**src/rtl/i2c_qs_pkg.sv**
```systemverilog
package i2c_qs_pkg;
  localparam int ADDR_W = 7;
  localparam int DATA_W = 8;

  typedef enum logic [2:0] {
    ST_IDLE,
    ST_ADDR,
    ST_ACK_SETUP,
    ST_ACK_HOLD,
    ST_RX,
    ST_TX,
    ST_MACK,
    ST_TX_NEXT
  } slv_state_e;

  function automatic logic [ADDR_W-1:0] slot_reset_value(int idx);
    return (idx == 0) ? 7'h55 : 7'h7F;
  endfunction
endpackage

```
**src/rtl/i2c_qs_sync.sv**
```systemverilog
module i2c_qs_sync #(
  parameter int STAGES = 2
) (
  input  logic clk,
  input  logic rst_n,
  input  logic scl_i,
  input  logic sda_i,
  output logic sda_s,
  output logic scl_rise,
  output logic scl_fall,
  output logic start_det,
  output logic stop_det
);
  logic [STAGES-1:0] scl_ff, sda_ff;
  logic scl_q, sda_q, scl_s;

  always_ff @(posedge clk) begin
    if (!rst_n) begin
      scl_ff <= '1;
      sda_ff <= '1;
      scl_q  <= 1'b1;
      sda_q  <= 1'b1;
    end else begin
      scl_ff <= {scl_ff[STAGES-2:0], scl_i};
      sda_ff <= {sda_ff[STAGES-2:0], sda_i};
      scl_q  <= scl_ff[STAGES-1];
      sda_q  <= sda_ff[STAGES-1];
    end
  end

  assign scl_s     = scl_ff[STAGES-1];
  assign sda_s     = sda_ff[STAGES-1];
  assign scl_rise  = scl_s & ~scl_q;
  assign scl_fall  = ~scl_s & scl_q;
  assign start_det = scl_s & scl_q & sda_q & ~sda_s;
  assign stop_det  = scl_s & scl_q & ~sda_q & sda_s;
endmodule

```
**src/rtl/i2c_qs_fsm.sv**
```systemverilog
module i2c_qs_fsm
  import i2c_qs_pkg::*;
#(
  parameter int NUM_ADDR = 4
) (
  input  logic                             clk,
  input  logic                             rst_n,
  input  logic                             srst,
  input  logic                             scl_rise,
  input  logic                             scl_fall,
  input  logic                             start_det,
  input  logic                             stop_det,
  input  logic                             sda_s,
  input  logic [NUM_ADDR-1:0][ADDR_W-1:0]  own_addr,
  input  logic [DATA_W-1:0]                tx_data,
  output logic                             sda_oe,
  output logic                             byte_done,
  output logic                             rx_wr,
  output logic [DATA_W-1:0]                rx_byte,
  output logic                             dir_load,
  output logic                             dir_val
);
  localparam int CNT_W = $clog2(DATA_W + 1);
  localparam logic [CNT_W-1:0] LAST_BIT = CNT_W'(DATA_W - 1);
  localparam logic [CNT_W-1:0] ALL_BITS = CNT_W'(DATA_W);

  slv_state_e          state;
  logic [CNT_W-1:0]    cnt;
  logic [DATA_W-1:0]   shreg;
  logic                tx_mode;
  logic [NUM_ADDR-1:0] hit;

  for (genvar g = 0; g < NUM_ADDR; g++) begin : g_cmp
    assign hit[g] = (shreg[ADDR_W-1:0] == own_addr[g]);
  end

  assign rx_byte = shreg;

  always_ff @(posedge clk) begin
    if (!rst_n || srst) begin
      state     <= ST_IDLE;
      cnt       <= '0;
      shreg     <= '0;
      tx_mode   <= 1'b0;
      sda_oe    <= 1'b0;
      byte_done <= 1'b0;
      rx_wr     <= 1'b0;
      dir_load  <= 1'b0;
      dir_val   <= 1'b0;
    end else begin
      byte_done <= 1'b0;
      rx_wr     <= 1'b0;
      dir_load  <= 1'b0;
      if (start_det) begin
        state  <= ST_ADDR;
        cnt    <= '0;
        sda_oe <= 1'b0;
      end else if (stop_det) begin
        state  <= ST_IDLE;
        sda_oe <= 1'b0;
      end else begin
        unique case (state)
          ST_IDLE: ;
          ST_ADDR: if (scl_rise) begin
            shreg <= {shreg[DATA_W-2:0], sda_s};
            cnt   <= cnt + 1'b1;
            if (cnt == LAST_BIT) begin
              if (|hit) begin
                state    <= ST_ACK_SETUP;
                tx_mode  <= sda_s;
                dir_load <= 1'b1;
                dir_val  <= sda_s;
              end else begin
                state <= ST_IDLE;
              end
            end
          end
          ST_ACK_SETUP: if (scl_fall) begin
            sda_oe <= 1'b1;
            state  <= ST_ACK_HOLD;
          end
          ST_ACK_HOLD, ST_TX_NEXT: if (scl_fall) begin
            cnt <= '0;
            if (tx_mode) begin
              shreg  <= tx_data;
              sda_oe <= ~tx_data[DATA_W-1];
              state  <= ST_TX;
            end else begin
              sda_oe <= 1'b0;
              state  <= ST_RX;
            end
          end
          ST_RX: if (scl_rise) begin
            shreg <= {shreg[DATA_W-2:0], sda_s};
            cnt   <= cnt + 1'b1;
            if (cnt == LAST_BIT) begin
              rx_wr     <= 1'b1;
              byte_done <= 1'b1;
              state     <= ST_ACK_SETUP;
            end
          end
          ST_TX: begin
            if (scl_rise) begin
              cnt <= cnt + 1'b1;
            end else if (scl_fall) begin
              if (cnt == ALL_BITS) begin
                sda_oe    <= 1'b0;
                byte_done <= 1'b1;
                state     <= ST_MACK;
              end else begin
                shreg  <= {shreg[DATA_W-2:0], 1'b0};
                sda_oe <= ~shreg[DATA_W-2];
              end
            end
          end
          ST_MACK: if (scl_rise) begin
            state <= sda_s ? ST_IDLE : ST_TX_NEXT;
          end
          default: state <= ST_IDLE;
        endcase
      end
    end
  end

  // acknowledge is held low for the whole ninth clock
  a_r2_ack_drives: assert property (@(posedge clk) disable iff (!rst_n || srst)
    state == ST_ACK_HOLD |-> sda_oe);
  // line released while the master answers
  a_r8_mack_released: assert property (@(posedge clk) disable iff (!rst_n || srst)
    state == ST_MACK |-> !sda_oe);
  // STOP returns to idle
  a_r9_stop_idles: assert property (@(posedge clk) disable iff (!rst_n || srst)
    stop_det |=> state == ST_IDLE);
  // no byte event while matching or idle
  a_r3_no_byte_addressing: assert property (@(posedge clk) disable iff (!rst_n || srst)
    (state == ST_ADDR || state == ST_IDLE) |=> !byte_done);
endmodule

```
**src/rtl/i2c_qs_regs.sv**
```systemverilog
module i2c_qs_regs
  import i2c_qs_pkg::*;
#(
  parameter int NUM_ADDR = 4,
  parameter int REG_AW   = 3
) (
  input  logic                            clk,
  input  logic                            rst_n,
  input  logic [REG_AW-1:0]               cpu_addr,
  input  logic                            cpu_wr,
  input  logic                            cpu_rd,
  input  logic [DATA_W-1:0]               cpu_wdata,
  output logic [DATA_W-1:0]               cpu_rdata,
  input  logic                            rx_wr,
  input  logic [DATA_W-1:0]               rx_byte,
  input  logic                            byte_done,
  input  logic                            dir_load,
  input  logic                            dir_val,
  output logic [NUM_ADDR-1:0][ADDR_W-1:0] own_addr,
  output logic [DATA_W-1:0]               tx_data,
  output logic                            soft_rst,
  output logic                            irq
);
  localparam logic [REG_AW-1:0] CTRL_OFS  = REG_AW'(0);
  localparam logic [REG_AW-1:0] DATA_OFS  = REG_AW'(1);
  localparam int                ADDR_BASE = 4;

  logic dir;
  logic data_acc, data_wr, ctrl_wr;

  assign data_acc = (cpu_wr || cpu_rd) && (cpu_addr == DATA_OFS);
  assign data_wr  = cpu_wr && (cpu_addr == DATA_OFS);
  assign ctrl_wr  = cpu_wr && (cpu_addr == CTRL_OFS);

  always_ff @(posedge clk) begin
    if (!rst_n) begin
      soft_rst <= 1'b0;
      irq      <= 1'b0;
      dir      <= 1'b0;
      tx_data  <= '0;
    end else begin
      if (ctrl_wr) soft_rst <= cpu_wdata[0];
      if (soft_rst) begin
        irq <= 1'b0;
        dir <= 1'b0;
      end else begin
        if (byte_done)     irq <= 1'b1;
        else if (data_acc) irq <= 1'b0;
        if (dir_load) dir <= dir_val;
      end
      if (rx_wr)        tx_data <= rx_byte;
      else if (data_wr) tx_data <= cpu_wdata;
    end
  end

  for (genvar g = 0; g < NUM_ADDR; g++) begin : g_slot
    logic [ADDR_W-1:0] slot_q;
    always_ff @(posedge clk) begin
      if (!rst_n) slot_q <= slot_reset_value(g);
      else if (cpu_wr && cpu_addr == REG_AW'(ADDR_BASE + g)) slot_q <= cpu_wdata[ADDR_W-1:0];
    end
    assign own_addr[g] = slot_q;
  end

  always_comb begin
    cpu_rdata = '0;
    if (cpu_addr == CTRL_OFS) cpu_rdata = DATA_W'({irq, dir, soft_rst});
    else if (cpu_addr == DATA_OFS) cpu_rdata = tx_data;
    for (int i = 0; i < NUM_ADDR; i++)
      if (cpu_addr == REG_AW'(ADDR_BASE + i)) cpu_rdata = DATA_W'(own_addr[i]);
  end

  // a completed byte wins over a same-cycle clear
  a_r7_set_beats_clear: assert property (@(posedge clk) disable iff (!rst_n || soft_rst)
    byte_done |=> irq);
  // data access alone clears the flag
  a_r6_access_clears: assert property (@(posedge clk) disable iff (!rst_n || soft_rst)
    data_acc && !byte_done |=> !irq);
  // direction flag follows the address R/W bit
  a_r5_dir_follows: assert property (@(posedge clk) disable iff (!rst_n || soft_rst)
    dir_load |=> dir == $past(dir_val));
endmodule

```
**src/rtl/i2c_quad_addr_slave.sv**
```systemverilog
module i2c_quad_addr_slave
  import i2c_qs_pkg::*;
#(
  parameter int NUM_ADDR    = 4,
  parameter int REG_AW      = 3,
  parameter int SYNC_STAGES = 2
) (
  input  logic              clk,
  input  logic              rst_n,
  input  logic              scl_i,
  input  logic              sda_i,
  output logic              sda_oe,
  input  logic [REG_AW-1:0] cpu_addr,
  input  logic              cpu_wr,
  input  logic              cpu_rd,
  input  logic [7:0]        cpu_wdata,
  output logic [7:0]        cpu_rdata,
  output logic              irq_o
);
  logic sda_s, scl_rise, scl_fall, start_det, stop_det;
  logic soft_rst, byte_done, rx_wr, dir_load, dir_val;
  logic [DATA_W-1:0] rx_byte, tx_data;
  logic [NUM_ADDR-1:0][ADDR_W-1:0] own_addr;

  i2c_qs_sync #(.STAGES(SYNC_STAGES)) u_sync (
    .clk(clk), .rst_n(rst_n), .scl_i(scl_i), .sda_i(sda_i),
    .sda_s(sda_s), .scl_rise(scl_rise), .scl_fall(scl_fall),
    .start_det(start_det), .stop_det(stop_det)
  );

  i2c_qs_fsm #(.NUM_ADDR(NUM_ADDR)) u_fsm (
    .clk(clk), .rst_n(rst_n), .srst(soft_rst),
    .scl_rise(scl_rise), .scl_fall(scl_fall),
    .start_det(start_det), .stop_det(stop_det), .sda_s(sda_s),
    .own_addr(own_addr), .tx_data(tx_data), .sda_oe(sda_oe),
    .byte_done(byte_done), .rx_wr(rx_wr), .rx_byte(rx_byte),
    .dir_load(dir_load), .dir_val(dir_val)
  );

  i2c_qs_regs #(.NUM_ADDR(NUM_ADDR), .REG_AW(REG_AW)) u_regs (
    .clk(clk), .rst_n(rst_n), .cpu_addr(cpu_addr), .cpu_wr(cpu_wr),
    .cpu_rd(cpu_rd), .cpu_wdata(cpu_wdata), .cpu_rdata(cpu_rdata),
    .rx_wr(rx_wr), .rx_byte(rx_byte), .byte_done(byte_done),
    .dir_load(dir_load), .dir_val(dir_val), .own_addr(own_addr),
    .tx_data(tx_data), .soft_rst(soft_rst), .irq(irq_o)
  );

  // held interface never pulls the data line
  a_r10_soft_reset_quiet: assert property (@(posedge clk) disable iff (!rst_n)
    soft_rst && $past(soft_rst) |-> !sda_oe);
endmodule

```
**config.mk**
```make
export PLATFORM = sky130hd
export DESIGN_NAME = i2c_quad_addr_slave
export DESIGN_NICKNAME = d
export VERILOG_FILES = /design/src/rtl/i2c_qs_pkg.sv /design/src/rtl/i2c_qs_sync.sv /design/src/rtl/i2c_qs_fsm.sv /design/src/rtl/i2c_qs_regs.sv /design/src/rtl/i2c_quad_addr_slave.sv
export SDC_FILE = /design/constraint.sdc
export NUM_CORES = 1
export LEC_CHECK = 0
export BUFFER_PORTS_ARGS = -buffer_cell sky130_fd_sc_hd__buf_4
export CAP_MARGIN = 20
export CORE_AREA = 2 2 86 88
export CTS_BUF_LIST = sky130_fd_sc_hd__clkbuf_8 sky130_fd_sc_hd__clkbuf_16
export DETAILED_ROUTE_END_ITERATION = 16
export DIE_AREA = 0 0 88 90
export PLACE_DENSITY_LB_ADDON = 0.05
export SLEW_MARGIN = 5
export SYNTH_ARGS = -nofsm -noshare
export SYNTH_HDL_FRONTEND = slang
export SYNTH_SLANG_ARGS = --single-unit
```
**constraint.sdc**
```tcl
create_clock -name clk -period 4.2 [get_ports clk]
set_input_delay 0.84 -clock clk [delete_from_list [all_inputs] [get_ports clk]]
set_output_delay 0.84 -clock clk [all_outputs]
set_load 0.02 [all_outputs]
```
==> flow_summary.yaml, run 1 <==
outcome:
  status: "complete, no violations"
logic_synthesis:
  seq_area_frac_synth: 0.352
  netlist.area_leader.share: 0.352
  synth_simple_gate_area_frac: 0.254
  yosysWarnings: 0
  synth_top_area_cell: "dfxtp_1"
  synth_top_family_by_area: "simple AND/OR/NAND/NOR gates"
  synth_edf_count: 0
  synth_cells: 435
  netlist_area_sq_um: 3690
  synthXorXnorAreaFrac: 0.0759
  synth-compound-area-share: 0.134
  synthDistinctLibCells: 59
  async_flop_share: 0
  synth_mux_area_frac: 0.119
  ys_ff_latch: 65
  synthAdderAreaFrac: 0.00677
  yosys-top-cells-area: "dfxtp_1 35%, nand2_1 8.6%, mux2i_1 7.0%, mux2_2 4.3%, nand3_1 4.1%"
  synth_ff_type: "dfxtp_1"
  synth_nets: 454
  avgSynthCellArea_sq_um: 8.49
pwr:
  p_int_uw: 977
  vdd_drop_max_uv: 172
  switching_share: 0.262
  power_density_nw_per_um2: 328
  seq_power_share: 0.488
  power.share.clock: 0.414
  combPwrFrac: 0.098
  switching_power_uw: 347
  leakage_nw: 1.75
placement:
  pre_cts_slack_ns: 1.43
  numPortBuffers: 26
  placed_cell_area_sq_um: 3830
  dp_hpwl_mm: 6.29
  place.gp.congestion: 0.906
  dp_cells: 528
worst_setup_path:
  crit_path_end: "cpu_rdata[1]"
  critPathArrivalTime_ns: 1.93
  endpoint_kind: "output pin"
  rr_worst_depth: 5
  cp-startpoint: "cpu_addr[0]"
  r2r_start: "u_sync.scl_ff[1]$_SDFF_PN1_"
  critPathRequiredTime_ns: 3.36
  crit_type: "in2out"
  reg2reg_to: "u_fsm.state[0]$_SDFFE_PP0P_"
  reg2reg_slack_ns: 2.19
  worstPathMaxFanout: 20
  cp-start-kind: "input port"
timing:
  period_share: 0.659
  fin_setup_tns_ns: 0
  min_period_ns: 2.77
  final-setup-viol-count: 0
  whs_ns: 0.408
  hold_viol: 0
  worst_slew_pin_slew_ns: 0.702
  skew_ns: 0.00612
  max_slew_margin: 0.532
  rsz0062_at_grt: "false"
  fin_ws_ns: 1.43
  fmax_mhz: 361
  drv_slew: 0
route:
  dr.pass1.iters: 4
  wirelength_mm: 8.65
  drc_errors: 0
  drt-wirelength-per-cell_microns: 15.9
  ant_nets: 0
  via_per_inst: 5.51
  dr.first_iter.drc_count: 94
  vias: 2996
clocking:
  clk_path_buf_depth: 2
  cts.sinks: 65
  cts_tree: "built"
  cts_root_buf: "clkbuf_8"
  cts_hold_buf: 0
  cts-buffers-inserted: 9
  post_cts_buffers: 0
  clkLatencyLatePin_ns: 0.34
  clkTransAtPathRegs_ns: 0.08
  cts.repair.resized: 0
  htree_num_levels: 3
floorplanning:
  die_width_microns: 88
  core_area_sq_um: 7020
  die_h_microns: 90
  rows: 31
  boundaryPins: 27
  dieArea_sq_um: 7920
  start_util: 0.526
cells_and_area:
  finalNonFillerCells: 544
  finalNetCount: 459
  area_growth_pct: 9.21
  drive_gt1_frac: 0.166
  antenna_cells: 0
  fill_cells: 698
  design_area_sq_um: 4040
grt:
  grt_pass1_vias: 2813
  antenna_found_initial: 0
  grt_max_degree: 46
  grt_pass1_wl_mm: 14.2
  grt_overflow_total: 0
  grt_usage: 0.228
min_path:
  hold_path_class: "reg2reg"
flow_run:
  drv_cap: 0
==> cell families after synthesis <==
logic type,after synthesis
buffers and inverters,40
AO/OA/AOI/OAI,66
XOR/XNOR,32
adder cells (fa/ha/maj),2
flip-flops,65
AND/OR/NAND/NOR,189
multiplexers,41
==> placed cells by master (no fill, tap or decap), drive strengths merged, types with 8 or more instances in the layout <==
master,n
o21ai,13
inv,8
nand3,31
mux2i,26
mux2,14
clkbuf,10
dfxtp,65
nand2b,12
nand2,85
buf,26
nor2,25
o211a,8
a21oi,12
nor2b,8
xor2,15
xnor2,17
==> worst min path at each step <==
stage	startpoint	endpoint	slack, ns	depth (start not counted)
after global routing	u_sync.scl_ff[0]$_SDFF_PN1_	u_sync.scl_ff[1]$_SDFF_PN1_	0.45	1
after CTS	u_sync.scl_ff[0]$_SDFF_PN1_	u_sync.scl_ff[1]$_SDFF_PN1_	0.41	1
after global placement	u_sync.sda_ff[0]$_SDFF_PN1_	u_sync.sda_ff[1]$_SDFF_PN1_	0.39	1
after floorplan	u_sync.scl_ff[0]$_SDFF_PN1_	u_sync.scl_ff[1]$_SDFF_PN1_	0.39	1
final	u_sync.sda_ff[0]$_SDFF_PN1_	u_sync.sda_ff[1]$_SDFF_PN1_	0.41	1
after detailed placement	u_sync.scl_ff[0]$_SDFF_PN1_	u_sync.scl_ff[1]$_SDFF_PN1_	0.39	1
==> final cells by class <==
class | instances | area, sq um | area share
multi-input combinational | 330 | 2180 | 0.540
clock inverter | 6 | 67.6 | 0.0167
clock buffer | 10 | 138 | 0.0341
inverter | 8 | 30.0 | 0.00744
sequential | 65 | 1300 | 0.322
tap | 99 | 124 | 0.0307
timing repair buffer | 26 | 195 | 0.0484
==> flip-flops by register name, indices dropped and copies added, names as in the netlist, 2 cells and up <==
register	count
u_regs.tx_data	8
u_regs.g_slot.slot_q	28
u_sync.sda_ff	2
u_sync.scl_ff	2
u_fsm.cnt	4
u_fsm.state	3
u_fsm.rx_byte	8
==> power by group through the flow <==
stage / clock network [mW] / registers (mW) / logic, mW
detailed placement: 0 / 0.661 / 0.130
CTS: 0.559 / 0.646 / 0.130
finish: 0.549 / 0.646 / 0.130
floorplan: 0 / 0.653 / 0.0930
global route: 0.588 / 0.648 / 0.143
global placement: 0 / 0.661 / 0.128
==> metal layers <==
metal | routed length, microns | up-vias | track usage | share of wire
li1 | - | 1516 | - | -
met1 | 3950 | 1422 | 0.293 | 0.46
met2 | 4330 | 47 | 0.379 | 0.50
met3 | 236 | 11 | 0.0358 | 0.027
met4 | 138 | 0 | 0.0872 | 0.016
met5 | 0 | - | 0 | 0
==> critical path, cell delays in order <==
cell and delay, ns:
buf_4 0.23, mux4_2 0.53, nand2_1 0.07, o21ai_0 0.08, buf_4 0.16
==> cell usage after synthesis, types with 2 or more instances <==
cell      instances
a21boi_1          3
xor2_1           15
a22o_1            3
a21oi_1          11
nor4_2            4
a22oi_1           6
nor2b_1           7
nor4_1            2
nand3_1          30
inv_2             2
mux2i_1          26
dfxtp_1          65
inv_1             6
o211a_1           8
a311oi_1          2
buf_2            12
ha_1              2
o22ai_1           5
o21ai_0          10
clkbuf_1         11
nand4_1           6
o21ai_2           2
and3_1            3
nand2_1          85
nand2b_1         12
nor2_1           25
buf_4             5
xnor2_1          17
buf_6             4
mux2_2           14
nor3_1            4
==> per-stage QoR <==
step                utilization  power (mW)
CTS                       0.575        1.34
floorplan                     -       0.746
finish                    0.575        1.32
detailed placement        0.546       0.791
global route              0.575        1.38
global placement          0.546       0.789
No activity file was read; power rests on OpenSTA's default activity.
==> run 2, diff against run 1 <==
--- a/config.mk
+++ b/config.mk
@@ -5,12 +5,13 @@
 export SDC_FILE = /design/constraint.sdc
 export NUM_CORES = 1
 export LEC_CHECK = 0
+export ABC_AREA = 1
 export BUFFER_PORTS_ARGS = -buffer_cell sky130_fd_sc_hd__buf_4
 export CAP_MARGIN = 20
-export CORE_AREA = 2 2 86 88
+export CORE_AREA = 2 2 85 87
 export CTS_BUF_LIST = sky130_fd_sc_hd__clkbuf_8 sky130_fd_sc_hd__clkbuf_16
 export DETAILED_ROUTE_END_ITERATION = 16
-export DIE_AREA = 0 0 88 90
+export DIE_AREA = 0 0 87 89
 export PLACE_DENSITY_LB_ADDON = 0.05
 export SLEW_MARGIN = 5
 export SYNTH_ARGS = -nofsm -noshare
==> constraint.sdc (replaced) <==
create_clock -name clk -period 2.3 [get_ports clk]
set_input_delay 0.46 -clock clk [delete_from_list [all_inputs] [get_ports clk]]
set_output_delay 0.46 -clock clk [all_outputs]
set_load 0.02 [all_outputs]
==> flow_summary.yaml, run 2 <==
outcome:
  status: "complete, no violations"
clocking:
  cts.sinks: 65
  cts.repair.resized: 0
  htree_num_levels: 3
  clkTransAtPathRegs_ns: 0.07
  cts_tree: "built"
  clk_path_buf_depth: 2
  cts-buffers-inserted: 9
  clkLatencyLatePin_ns: 0.34
  cts_root_buf: "clkbuf_8"
  cts_hold_buf: 0
  post_cts_buffers: 0
route:
  dr.first_iter.drc_count: 269
  dr.pass1.iters: 4
  vias: 3530
  drt-wirelength-per-cell_microns: 15.3
  wirelength_mm: 9.90
  drc_errors: 0
  via_per_inst: 5.46
  ant_nets: 0
worst_setup_path:
  rr_worst_depth: 7
  r2r_start: "u_fsm.state[1]$_SDFFE_PP0P_"
  critPathRequiredTime_ns: 1.84
  worstPathMaxFanout: 5
  worst-path-buf-inv: 3
  endpoint_kind: "output pin"
  reg2reg_slack_ns: 0.55
  crit_type: "in2out"
  critPathArrivalTime_ns: 1.59
  cp-start-kind: "input port"
  crit_slowest_cell: "a221oi_1"
  crit_chain: "buf_4, nand2_1, nor2_1, inv_1, nor2_1, a221oi_1, o221ai_1, buf_4"
  cp_slowest_stage_delay_ns: 0.21
  path_delay_family: "buffers and inverters"
  reg2reg_to: "u_fsm.cnt[2]$_SDFFE_PP0P_"
logic_synthesis:
  yosysWarnings: 0
  async_flop_share: 0
  seq_area_frac_synth: 0.362
  synth_nets: 549
  yosys-top-cells-area: "dfxtp_1 36%, nand2_1 13%, a21oi_1 7.5%, inv_1 6.9%, o21ai_0 6.0%"
  synth_cells: 530
  ys_ff_latch: 65
  yosys-top-cells-count: "120 x nand2_1, 66 x inv_1, 65 x dfxtp_1"
  netlist.area_leader.share: 0.362
  yosysMostFrequentCell: "nand2_1"
  avgSynthCellArea_sq_um: 6.78
  synth_edf_count: 0
  netlist_area_sq_um: 3590
  synth_top_area_cell: "dfxtp_1"
  synth_ff_type: "dfxtp_1"
  synthDistinctLibCells: 39
pwr:
  power_density_nw_per_um2: 869
  vdd_drop_max_uv: 448
  leakage_nw: 1.95
timing:
  worst_slew_pin_slew_ns: 0.444
  final-setup-viol-count: 0
  whs_ns: 0.306
  min_period_ns: 2.05
  fin_setup_tns_ns: 0
  max_slew_margin: 0.703
  rsz0062_at_grt: "false"
  drv_slew: 0
  hold_viol: 0
  fmax_mhz: 488
  skew_ns: 0.00632
  period_share: 0.892
cells_and_area:
  finalNetCount: 581
  seq_area_sq_um: 1300
  regMostFlops: "u_regs.g_slot.slot_q"
  largest_reg_flops: 28
  area_growth_pct: 13.6
  fill_cells: 643
  multi_input_area_sq_um: 1900
  final_common_cell: "nand2_1"
  final_cell_mix: "120 x nand2_1, 68 x inv_1, 65 x dfxtp_1"
  design_area_sq_um: 4080
  drive_gt1_frac: 0.160
  finalNonFillerCells: 647
  final_util: 0.607
  antenna_cells: 0
floorplanning:
  boundaryPins: 27
  rows: 30
  start_util: 0.534
  dieArea_sq_um: 7740
  die_h_microns: 89
  core_area_sq_um: 6720
  die_width_microns: 87
min_path:
  hold_path_class: "in2reg"
  hold_depth: 2
  hold_end: "u_sync.sda_ff[0]$_SDFF_PN1_"
  min_from: "sda_i"
grt:
  grt_pass1_vias: 3255
  grt_usage: 0.273
  grt_overflow_total: 0
  grt_max_degree: 24
  grt_pass1_wl_mm: 16.1
  antenna_found_initial: 0
placement:
  placed_cell_area_sq_um: 3870
  dp_cells: 631
  numPortBuffers: 26
  place.gp.congestion: 0.905
  dp_hpwl_mm: 7.63
flow_run:
  drv_cap: 0
## run 2: cell count changes after synthesis, moves of 8 or more
cell / change
nand2b_1: -12
o211ai_1: +10
nand2_1: +35
nand3_1: -15
mux2_2: -14
nor2_1: +31
nor2_2: +10
xor2_1: -14
o211a_1: -8
o21ai_0: +33
mux2i_1: -26
inv_1: +60
a21oi_1: +43
## run 2: area by class of cell
type / count / area share
multi-input cells: 372 / 0.466
clock buffers: 12 / 0.0405
clock inverters: 4 / 0.0104
repair buffers: 37 / 0.0681
inverters: 77 / 0.0715
flip-flops and latches: 65 / 0.319
well taps: 80 / 0.0245
## run 2: power breakdown
| group | total, mW | switching, mW | internal (mW) | leakage (nW) |
|---|---|---|---|---|
| logic | 1.08 | 0.689 | 0.388 | 1.30 |
| registers | 1.44 | 0.196 | 1.25 | 0.530 |
| clock network | 1.03 | 0.446 | 0.581 | 0.115 |
## run 2: per-layer routing
layer  track usage  wire length, microns  vias to the layer above
li1              -                     -                     1783
met1         0.359                  4360                     1582
met2         0.448                  4580                      134
met3        0.0351                   616                       31
met4         0.128                   335                        0
met5             0                     0                        -
## run 2: how the worst max path moves through the flow
stage,from,end,slack (ns),cells after the start
2_1_floorplan,cpu_addr[1],cpu_rdata[6],0.56,7
3_3_place_gp,cpu_addr[0],cpu_rdata[6],0.30,8
3_5_place_dp,cpu_addr[0],cpu_rdata[6],0.27,8
4_1_cts,cpu_addr[0],cpu_rdata[6],0.26,8
5_1_grt,cpu_addr[0],cpu_rdata[6],0.18,8
6_report,cpu_addr[0],cpu_rdata[6],0.25,8
## run 2: kinds of logic (layout without fill, tap and decap cells)
group / count (synthesis) / count (layout) / share of synthesized area
XOR/XNOR: 11 / 11 / 0.0268
AND/OR/NAND/NOR: 227 / 227 / 0.280
flip-flops: 65 / 65 / 0.362
buffers and inverters: 93 / 130 / 0.108
AO/OA/AOI/OAI: 132 / 132 / 0.215
adder cells (fa/ha/maj): 2 / 2 / 0.00697
## run 2: metrics by stage
step	worst slack, ns	total power, mW
6_report	0.249	3.55
3_3_place_gp	0.298	2.52
4_1_cts	0.265	3.54
5_1_grt	0.179	3.79
2_1_floorplan	0.562	2.27
3_5_place_dp	0.268	2.53
## run 2: worst reg2reg max path: cells and delay by family (launching register included)
family                 cells  cell delay (ns)
AND/OR/NAND/NOR            4             0.60
AO/OA/AOI/OAI              1             0.32
flip-flops                 1             0.59
buffers and inverters      2             0.13
==> run 3, diff against run 2 <==
--- a/config.mk
+++ b/config.mk
@@ -8,10 +8,10 @@
 export ABC_AREA = 1
 export BUFFER_PORTS_ARGS = -buffer_cell sky130_fd_sc_hd__buf_4
 export CAP_MARGIN = 20
-export CORE_AREA = 2 2 85 87
+export CORE_AREA = 2 2 119 63
 export CTS_BUF_LIST = sky130_fd_sc_hd__clkbuf_8 sky130_fd_sc_hd__clkbuf_16
 export DETAILED_ROUTE_END_ITERATION = 16
-export DIE_AREA = 0 0 87 89
+export DIE_AREA = 0 0 121 65
 export PLACE_DENSITY_LB_ADDON = 0.05
 export SLEW_MARGIN = 5
 export SYNTH_ARGS = -nofsm -noshare
==> flow_summary.yaml, run 3 (synthesized netlist as in run 2, its figures left out) <==
outcome:
  status: "complete, no violations"
timing:
  hold_viol: 0
  rsz0062_at_grt: "false"
  drv_slew: 0
  max_slew_margin: 0.711
  period_share: 0.935
  fin_ws_ns: 0.150
  fin_setup_tns_ns: 0
  skew_ns: 0.00454
  fmax_mhz: 465
  worst_slew_pin_slew_ns: 0.433
  min_period_ns: 2.15
  whs_ns: 0.310
  final-setup-viol-count: 0
grt:
  grt_max_degree: 25
  antenna_found_initial: 0
  grt_usage: 0.279
  grt_overflow_total: 0
  grt_pass1_vias: 3116
  grt_pass1_wl_mm: 16.4
cells_and_area:
  multi_input_area_sq_um: 1900
  drive_gt1_frac: 0.155
  area_growth_pct: 16.2
  final_common_cell: "nand2_1"
  fill_cells: 672
  largest_reg_flops: 28
  final_cell_mix: "120 x nand2_1, 66 x inv_1, 65 x dfxtp_1"
  regMostFlops: "u_regs.g_slot.slot_q"
  finalNetCount: 576
  final_util: 0.599
  antenna_cells: 0
  seq_area_sq_um: 1300
floorplanning:
  start_util: 0.516
  dieArea_sq_um: 7870
  die_width_microns: 121
  rows: 22
  core_area_sq_um: 6960
  boundaryPins: 27
  die_h_microns: 65
route:
  dr.pass1.iters: 5
  wirelength_mm: 10.2
  vias: 3620
  ant_nets: 0
  dr.first_iter.drc_count: 284
  drt-wirelength-per-cell_microns: 15.6
  via_per_inst: 5.51
  drc_errors: 0
worst_setup_path:
  crit_slowest_cell: "a221oi_1"
  crit_type: "in2out"
  cp-start-kind: "input port"
  crit_chain: "buf_4, nand2_1, nor2_1, inv_1, nor2_1, a221oi_1, o221ai_1, buf_4"
  worstPathMaxFanout: 5
  critPathRequiredTime_ns: 1.84
  critPathArrivalTime_ns: 1.69
  cp_slowest_stage_delay_ns: 0.27
  endpoint_kind: "output pin"
placement:
  numPortBuffers: 26
  pre_cts_slack_ns: 0.174
  dp_hpwl_mm: 7.89
  place.gp.congestion: 0.970
clocking:
  cts.sinks: 65
  clkLatencyLatePin_ns: 0.33
  cts.repair.resized: 0
  htree_num_levels: 3
  clk_path_buf_depth: 2
  clkTransAtPathRegs_ns: 0.05
  cts-buffers-inserted: 9
  cts_hold_buf: 0
  post_cts_buffers: 0
  cts_root_buf: "clkbuf_16"
  cts_tree: "built"
pwr:
  vdd_drop_max_uv: 423
  leakage_nw: 1.96
  finalPower_mw: 4.01
  power_density_nw_per_um2: 961
min_path:
  hold_path_class: "in2reg"
flow_run:
  drv_cap: 0
-- run 3: worst max-delay path, delay by kind of cell --
family | cells | cell delay (ns)
AND/OR/NAND/NOR | 3 | 0.24
buffers and inverters | 3 | 0.53
AO/OA/AOI/OAI | 2 | 0.45
-- run 3: per-layer routing --
metal	GRT usage	share of wire
met4	0.0712	0.0086
met5	0	0
met2	0.357	0.38
met3	0.0836	0.093
met1	0.437	0.52
-- run 3: path summary, 6_finish.rpt --
check | end | start | cells past startpoint | slack (ns)
worst max-delay path | cpu_rdata[6] | cpu_addr[0] | 8 | 0.15
worst min-delay path | u_sync.scl_ff[0]$_SDFF_PN1_ | scl_i | 2 | 0.31
worst max register to register | u_fsm.cnt[2]$_SDFFE_PP0P_ | u_fsm.state[1]$_SDFFE_PP0P_ | 7 | 0.52
worst min register to register | u_sync.sda_ff[1]$_SDFF_PN1_ | u_sync.sda_ff[0]$_SDFF_PN1_ | 1 | 0.41
-- run 3: where the power goes --
group | switching (mW) | internal [mW] | leakage (nW)
sequential | 0.210 | 1.25 | 0.530
clock | 0.496 | 0.969 | 0.151
combinational | 0.704 | 0.384 | 1.27
total | 1.41 | 2.60 | 1.96
-- run 3: metrics by stage --
step | std cells | area, sq um
2_1_floorplan | 530 | 3590
3_3_place_gp | 642 | 3850
3_5_place_dp | 642 | 3850
4_1_cts | 657 | 4170
5_1_grt | 657 | 4170
6_report | 657 | 4170
-- run 3: layout make-up --
type | instances | share of cell area
sequential | 65 | 0.312
inverter | 77 | 0.0699
timing repair buffer | 32 | 0.0576
clock inverter | 5 | 0.0192
multi-input combinational | 372 | 0.455
clock buffer | 10 | 0.0573
tap | 96 | 0.0288
